**src/rtl/fbb_pkg.sv**
```systemverilog
package fbb_pkg;
    typedef enum logic {
        ST_IDLE  = 1'b0,
        ST_FETCH = 1'b1
    } fbb_state_e;

    localparam int unsigned NUM_GROUPS = 2;
endpackage

```
**src/rtl/fbb_access_gate.sv**
```systemverilog
module fbb_access_gate (
    input  logic       sys_hold,
    input  logic       stop_mode,
    input  logic       hv_active,
    input  logic       access_en,
    input  logic       ev_prog_wr,
    input  logic       ev_erase_lock,
    input  logic       ev_hv_set,
    input  logic       ev_seq_clr,
    input  logic       ev_sie_chg,
    output logic       blocked,
    output logic [1:0] inv
);
    logic inv_all;

    always_comb begin
        blocked = sys_hold | stop_mode | (hv_active & ~access_en);
        inv_all = sys_hold | ev_prog_wr | ev_erase_lock | ev_hv_set | ev_seq_clr;
        inv[0]  = inv_all | ev_sie_chg;
        inv[1]  = inv_all;
    end
endmodule

```
**src/rtl/fbb_line_buf.sv**
```systemverilog
module fbb_line_buf #(
    parameter int unsigned TAG_W = 7,
    parameter int unsigned DW    = 32,
    parameter int unsigned WPL   = 4,
    localparam int unsigned OFS_W  = $clog2(WPL),
    localparam int unsigned LINE_W = DW * WPL
) (
    input  logic              clk,
    input  logic              rst_n,
    input  logic              inv,
    input  logic              fill,
    input  logic [TAG_W-1:0]  fill_tag,
    input  logic [LINE_W-1:0] fill_line,
    input  logic [TAG_W-1:0]  look_tag,
    input  logic [OFS_W-1:0]  look_ofs,
    output logic              hit,
    output logic [DW-1:0]     word
);
    typedef struct packed {
        logic              valid;
        logic [TAG_W-1:0]  tag;
        logic [LINE_W-1:0] line;
    } buf_t;

    buf_t buf_d, buf_q;

    always_comb begin
        buf_d = buf_q;
        if (fill) begin
            buf_d.valid = 1'b1;
            buf_d.tag   = fill_tag;
            buf_d.line  = fill_line;
        end
        if (inv) begin
            buf_d.valid = 1'b0;
        end
        hit  = buf_q.valid && (buf_q.tag == look_tag);
        word = buf_q.line[look_ofs*DW +: DW];
    end

    always_ff @(posedge clk or negedge rst_n) begin
        if (!rst_n) begin
            buf_q <= '0;
        end else begin
            buf_q <= buf_d;
        end
    end

    // an invalidation always leaves the line empty
    a_r6_inv_clears: assert property (@(posedge clk) disable iff (!rst_n)
        inv |=> !buf_q.valid);

    // a fill without invalidation makes the fetched line valid
    a_r2_fill_sets: assert property (@(posedge clk) disable iff (!rst_n)
        (fill && !inv) |=> (buf_q.valid && buf_q.tag == $past(fill_tag)));
endmodule

```
**src/rtl/fbb_ctrl.sv**
```systemverilog
module fbb_ctrl #(
    parameter int unsigned AW  = 10,
    parameter int unsigned DW  = 32,
    parameter int unsigned WPL = 4,
    localparam int unsigned OFS_W  = $clog2(WPL),
    localparam int unsigned LA_W   = AW - OFS_W,
    localparam int unsigned TAG_W  = LA_W - 1,
    localparam int unsigned LINE_W = DW * WPL
) (
    input  logic              clk,
    input  logic              rst_n,
    input  logic              sys_hold,
    input  logic              stop_mode,
    input  logic              hv_active,
    input  logic              access_en,
    input  logic              margin_mode,
    input  logic [DW-1:0]     op_status,
    input  logic              err_sel,
    input  logic [1:0]        wait_cfg,
    input  logic              ev_prog_wr,
    input  logic              ev_erase_lock,
    input  logic              ev_hv_set,
    input  logic              ev_seq_clr,
    input  logic              ev_sie_chg,
    input  logic              rd_req,
    input  logic [AW-1:0]     rd_addr,
    output logic              rd_ack,
    output logic              rd_err,
    output logic [DW-1:0]     rd_data,
    output logic              arr_rd,
    output logic [LA_W-1:0]   arr_line_addr,
    input  logic [LINE_W-1:0] arr_line
);
    import fbb_pkg::*;

    typedef struct packed {
        fbb_state_e      state;
        logic [1:0]      cnt;
        logic [LA_W-1:0] fla;
    } ctl_t;

    ctl_t ctl_d, ctl_q;

    logic                 blocked;
    logic [1:0]           inv;
    logic [LA_W-1:0]      req_la;
    logic                 req_grp;
    logic [NUM_GROUPS-1:0] hit_v;
    logic [DW-1:0]        word_v [NUM_GROUPS];
    logic                 hit_sel;
    logic [DW-1:0]        word_sel;
    logic                 cap;
    logic [LA_W-1:0]      cap_la;
    logic [NUM_GROUPS-1:0] fill_v;

    assign req_la   = rd_addr[AW-1:OFS_W];
    assign req_grp  = req_la[LA_W-1];
    assign hit_sel  = hit_v[req_grp];
    assign word_sel = word_v[req_grp];

    fbb_access_gate i_gate (
        .sys_hold      (sys_hold),
        .stop_mode     (stop_mode),
        .hv_active     (hv_active),
        .access_en     (access_en),
        .ev_prog_wr    (ev_prog_wr),
        .ev_erase_lock (ev_erase_lock),
        .ev_hv_set     (ev_hv_set),
        .ev_seq_clr    (ev_seq_clr),
        .ev_sie_chg    (ev_sie_chg),
        .blocked       (blocked),
        .inv           (inv)
    );

    for (genvar g = 0; g < NUM_GROUPS; g++) begin : g_buf
        assign fill_v[g] = cap && (cap_la[LA_W-1] == 1'(g));

        fbb_line_buf #(
            .TAG_W (TAG_W),
            .DW    (DW),
            .WPL   (WPL)
        ) i_line (
            .clk       (clk),
            .rst_n     (rst_n),
            .inv       (inv[g]),
            .fill      (fill_v[g]),
            .fill_tag  (cap_la[TAG_W-1:0]),
            .fill_line (arr_line),
            .look_tag  (req_la[TAG_W-1:0]),
            .look_ofs  (rd_addr[OFS_W-1:0]),
            .hit       (hit_v[g]),
            .word      (word_v[g])
        );
    end

    always_comb begin
        ctl_d   = ctl_q;
        rd_ack  = 1'b0;
        rd_err  = 1'b0;
        rd_data = '0;
        cap     = 1'b0;
        cap_la  = req_la;
        arr_rd  = 1'b0;
        case (ctl_q.state)
            ST_IDLE: begin
                if (rd_req) begin
                    if (blocked) begin
                        rd_ack = 1'b1;
                        rd_err = err_sel;
                    end else if (margin_mode) begin
                        rd_ack  = 1'b1;
                        rd_data = op_status;
                    end else if (hit_sel) begin
                        rd_ack  = 1'b1;
                        rd_data = word_sel;
                    end else begin
                        arr_rd = 1'b1;
                        if (wait_cfg == 2'd0) begin
                            cap = 1'b1;
                        end else begin
                            ctl_d.state = ST_FETCH;
                            ctl_d.cnt   = 2'(wait_cfg - 2'd1);
                            ctl_d.fla   = req_la;
                        end
                    end
                end
            end
            ST_FETCH: begin
                cap_la = ctl_q.fla;
                arr_rd = 1'b1;
                if (blocked || margin_mode) begin
                    ctl_d.state = ST_IDLE;
                end else if (ctl_q.cnt == 2'd0) begin
                    cap         = 1'b1;
                    ctl_d.state = ST_IDLE;
                end else begin
                    ctl_d.cnt = 2'(ctl_q.cnt - 2'd1);
                end
            end
            default: ctl_d.state = ST_IDLE;
        endcase
        arr_line_addr = cap_la;
    end

    always_ff @(posedge clk or negedge rst_n) begin
        if (!rst_n) begin
            ctl_q <= '{state: ST_IDLE, cnt: 2'd0, fla: '0};
        end else begin
            ctl_q <= ctl_d;
        end
    end

    // a refused read carries zero data and the configured error flag
    a_r8_refuse_zero: assert property (@(posedge clk) disable iff (!rst_n)
        (rd_ack && blocked) |-> (rd_data == '0 && rd_err == err_sel));

    // a margin read returns the status word without error
    a_r9_margin_status: assert property (@(posedge clk) disable iff (!rst_n)
        (rd_ack && margin_mode && !blocked) |-> (rd_data == op_status && !rd_err));

    // no acknowledge while a line fetch is still running
    a_r2_no_early_ack: assert property (@(posedge clk) disable iff (!rst_n)
        (ctl_q.state == ST_FETCH) |-> (!rd_ack && arr_rd));

    // no acknowledge without a request
    a_r1_ack_needs_req: assert property (@(posedge clk) disable iff (!rst_n)
        rd_ack |-> rd_req);

    // at most one buffer is filled per clock
    a_r5_single_fill: assert property (@(posedge clk) disable iff (!rst_n)
        $onehot0(fill_v));
endmodule

```
**config.mk**
```make
export PLATFORM = sky130hd
export DESIGN_NAME = fbb_ctrl
export DESIGN_NICKNAME = d
export VERILOG_FILES = /design/src/rtl/fbb_pkg.sv /design/src/rtl/fbb_access_gate.sv /design/src/rtl/fbb_line_buf.sv /design/src/rtl/fbb_ctrl.sv
export SDC_FILE = /design/constraint.sdc
export NUM_CORES = 1
export LEC_CHECK = 0
export BUFFER_PORTS_ARGS = -buffer_cell sky130_fd_sc_hd__buf_2
export CAP_MARGIN = 10
export CORE_ASPECT_RATIO = 0.75
export CORE_MARGIN = 5
export CORE_UTILIZATION = 50
export CTS_BUF_LIST = sky130_fd_sc_hd__clkbuf_4
export CTS_CLUSTER_SIZE = 25
export DETAILED_ROUTE_END_ITERATION = 6
export PLACE_DENSITY = 0.83
export SETUP_SLACK_MARGIN = 0.15
export SYNTH_ARGS = -nofsm -noshare
export SYNTH_HDL_FRONTEND = slang
export SYNTH_SLANG_ARGS = --single-unit
```
**constraint.sdc**
```tcl
create_clock -name clk -period 3.2 [get_ports clk]
set_input_delay 0.48 -clock clk [delete_from_list [all_inputs] [get_ports clk]]
set_output_delay 0.48 -clock clk [all_outputs]
set_load 0.02 [all_outputs]
```
==> qor.txt <==
Die H -> 153.1 um
crit path kind -> flop to output pin
initial core utilization -> 50.72%
number of iterations in the first detailed-routing pass -> 4
max_slew headroom -> 41.75%
vias in the first global route -> 10.27k
# Max-Cap Violations -> 0
later-pin clock latency in the skew report -> 700 ps
Final Max Slew Viols -> 0
sequential power share -> 48.0%
Final Hold Viols -> 0
via count -> 9220
Multi-input gate area -> 6420 um^2
Post-synth EDFFs -> 0
commonest non-fill, non-tap cells in the layout -> 283 x dfrtp_1, 208 x mux2_2, 191 x buf_2
P_int -> 0.006765 W
RSZ-0062 raised after global routing -> yes
Sw Ratio -> 25.25%
layout cells sized above 1 -> 58.71%
Min-Delay Path Class -> primary input to flop
combinational share of power -> 16.3%
Clock power frac -> 35.7%
# rows -> 52
Final Skew -> 52.10 ps
met1 usage -> 31.05%
chip width -> 200.9 um
failing checks -> negative setup slack
Clock Sinks -> 283
die area -> 30760 um^2
routed wire length per instance -> 20.92 um
number of synthesized register bits -> 283
GRT overflow -> 0
Critical Path AT -> 2920 ps
setup TNS -> -1696 ps
largest net degree at the start of global routing -> 113
CP Launch Type -> flop
fin crit share -> 106.3%
nets -> 1455
global-route met2 utilization -> 35.09%
initial antenna violation count -> 5
grt peak-use layer -> met2
DRT iter0 DRCs -> 498
H-tree levels -> 3
dominant synthesized flop cell -> dfrtp_1
Peak VDD IR -> 0.0003424 V
Worst Setup End Kind -> output pin
WL final -> 34920 um
GR Util All Layers -> 22.56%
Reg area -> 7082 um^2
Clock Path Buffers -> 3
sequential area share after synthesis -> 51.84%
CTS tree -> done
final worst setup slack -> -201.2 ps
most common cell after layout, fill and taps aside -> dfrtp_1
critical-path maximum fanout -> 9
routing usage on met3 -> 6.100%
Final Cell Area -> 17730 um^2
Root Driver -> clkbuf_4
fill count -> 1863
CP Cell Sequence -> xor2_1 -> nor4_2 -> a32oi_4 -> buf_12 -> buf_12 -> or3_1 -> a21oi_2 -> buf_6
minimum clock period -> 3401 ps
delay-heaviest family, CP -> simple AND/OR/NAND/NOR gates
crit-path most repeated cell -> buf_12
Buf/Inv on CP -> 3
Highest Clock Rate -> 294.0 MHz
highest cell delay on the worst timing path -> 400 ps
Placer Congestion -> 0.8361
dpl hpwl -> 22080 um
core box area -> 26940 um^2
Final setup viols -> 25
master of the slowest instance on the critical path -> dfrtp_1
Leak -> 8.439 nW
vias per cell -> 5.524
asr flop ratio synth -> 100.0%
Top Ports -> 229
cell count after synthesis -> 889
synthesized area -> 13660 um^2
syn_area_per_cell -> 15.37 um^2
post-synthesis cell type count -> 39
ANT nets after route -> 0
Worst-Margin Slew -> 873.7 ps
Residual DRC -> 0
Post-DP Area -> 15360 um^2
first-pass GRT wire length -> 55660 um
PwrDens -> 510.5 nW/um^2
Num CTS Buffers -> 73
P_sw -> 0.002285 W
status -> finished, violations left
clock-pin slew on the worst setup and hold paths -> 70 ps
Post-Syn Nets -> 1076
Worst Path Required -> 2720 ps
Layout area overhead -> 29.76%
Yosys Warn Count -> 0
Buffers on Ports -> 228
[kinds of logic after synthesis]
group | synth area share [%]
mux | 38.62
flops | 51.84
simple gates | 3.792
buf+inv | 2.922
compound gates | 1.841
xor+xnor | 0.8976
fa+ha+maj | 0.09158
[cell usage after synthesis, types with 2 or more instances]
cell / number / area share [%]
or2_2: 2 / 0.092
mux4_2: 64 / 11
nand2_1: 35 / 0.96
nor2_1: 5 / 0.14
buf_4: 6 / 0.33
xor2_1: 14 / 0.90
and4_1: 2 / 0.13
mux2i_1: 32 / 2.3
buf_2: 22 / 0.81
o21a_1: 2 / 0.11
or3_1: 32 / 1.5
buf_1: 2 / 0.055
inv_1: 3 / 0.082
nor2b_1: 3 / 0.14
nor3_1: 3 / 0.11
dfrtp_1: 283 / 52
nor3b_1: 2 / 0.11
and2_1: 2 / 0.092
and3_1: 3 / 0.14
nor4_1: 4 / 0.18
a21oi_1: 32 / 1.2
mux2_2: 208 / 17
mux2_4: 78 / 8.6
buf_6: 12 / 0.99
clkbuf_1: 24 / 0.66
[state kept, by name, indices dropped and copies added, names as in the netlist]
name / cells
g_buf.i_line.buf_q: 272
ctl_q: 11
[final timing paths]
kind	start	endpoint	slack (ps)	depth (start not counted)
max	g_buf[0].i_line.buf_q[132]	rd_data[11]	-200	8
min	arr_line[106]	g_buf[1].i_line.buf_q[106]	60	2
max reg2reg	g_buf[0].i_line.buf_q[134]	g_buf[1].i_line.buf_q[78]	670	7
min reg2reg	g_buf[0].i_line.buf_q[135]	g_buf[0].i_line.buf_q[135]	500	1
max in group asynchronous	rst_n	g_buf[0].i_line.buf_q[112]	1840	3
min in group asynchronous	rst_n	g_buf[1].i_line.buf_q[88]	450	2
[area by class of cell]
type / instances / area share (%)
timing repair buffer: 370 / 15.95
clock buffer: 100 / 4.235
tap: 351 / 2.478
clock inverter: 22 / 1.066
multi-input combinational: 537 / 36.22
sequential: 283 / 39.95
antenna: 3 / 0.04235
inverter: 3 / 0.06353
[repair_timing]
action,4_1_cts,5_1_grt
buffers inserted,5,1
pin swaps,13,29
resized for setup,43,53
endpoints found under the hold margin,265,5
gates cloned,1,0
endpoints found under the setup margin,34,34
hold buffers,94,5
[worst register-to-register path, stage by stage (launching register included)]
cell	delay [ps]
dfrtp_1	390
xor2_1	180
nor2_1	110
a32oi_4	370
buf_4	210
a41o_4	380
buf_12	330
mux2_2	460
[per-stage QoR]
stage	instances	total power (W)	setup slack [ps]	util, %	hold WS (ps)
6_report	1669	0.009049	-201.2	65.81	64.61
5_1_grt	1669	0.009510	-305.6	65.81	0.2429
4_1_cts	1661	0.009113	-130.7	64.76	0.02032
3_5_place_dp	1439	0.005751	164.3	57.02	484.2
3_3_place_gp	1439	0.005669	224.9	57.02	468.8
2_1_floorplan	889	0.005246	604.8	-	184.4
[routing by layer]
metal / up-vias / share of wire (%) / wire (um)
li1: 4099 / - / -
met2: 329 / 47 / 16400
met5: - / 0.034 / 12
met4: 2 / 2.8 / 967
met3: 84 / 6.8 / 2373
met1: 4706 / 43 / 15160
[power groups by stage]
stage	registers [W]	clock network, W	logic, W
final	0.00435	0.00323	0.00147
after global routing	0.00440	0.00351	0.00160
after CTS	0.00434	0.00332	0.00145
after detailed placement	0.00440	0	0.00135
after global placement	0.00437	0	0.00130
after floorplan	0.00430	0	0.000943
No activity file was read; power rests on OpenSTA's default activity.
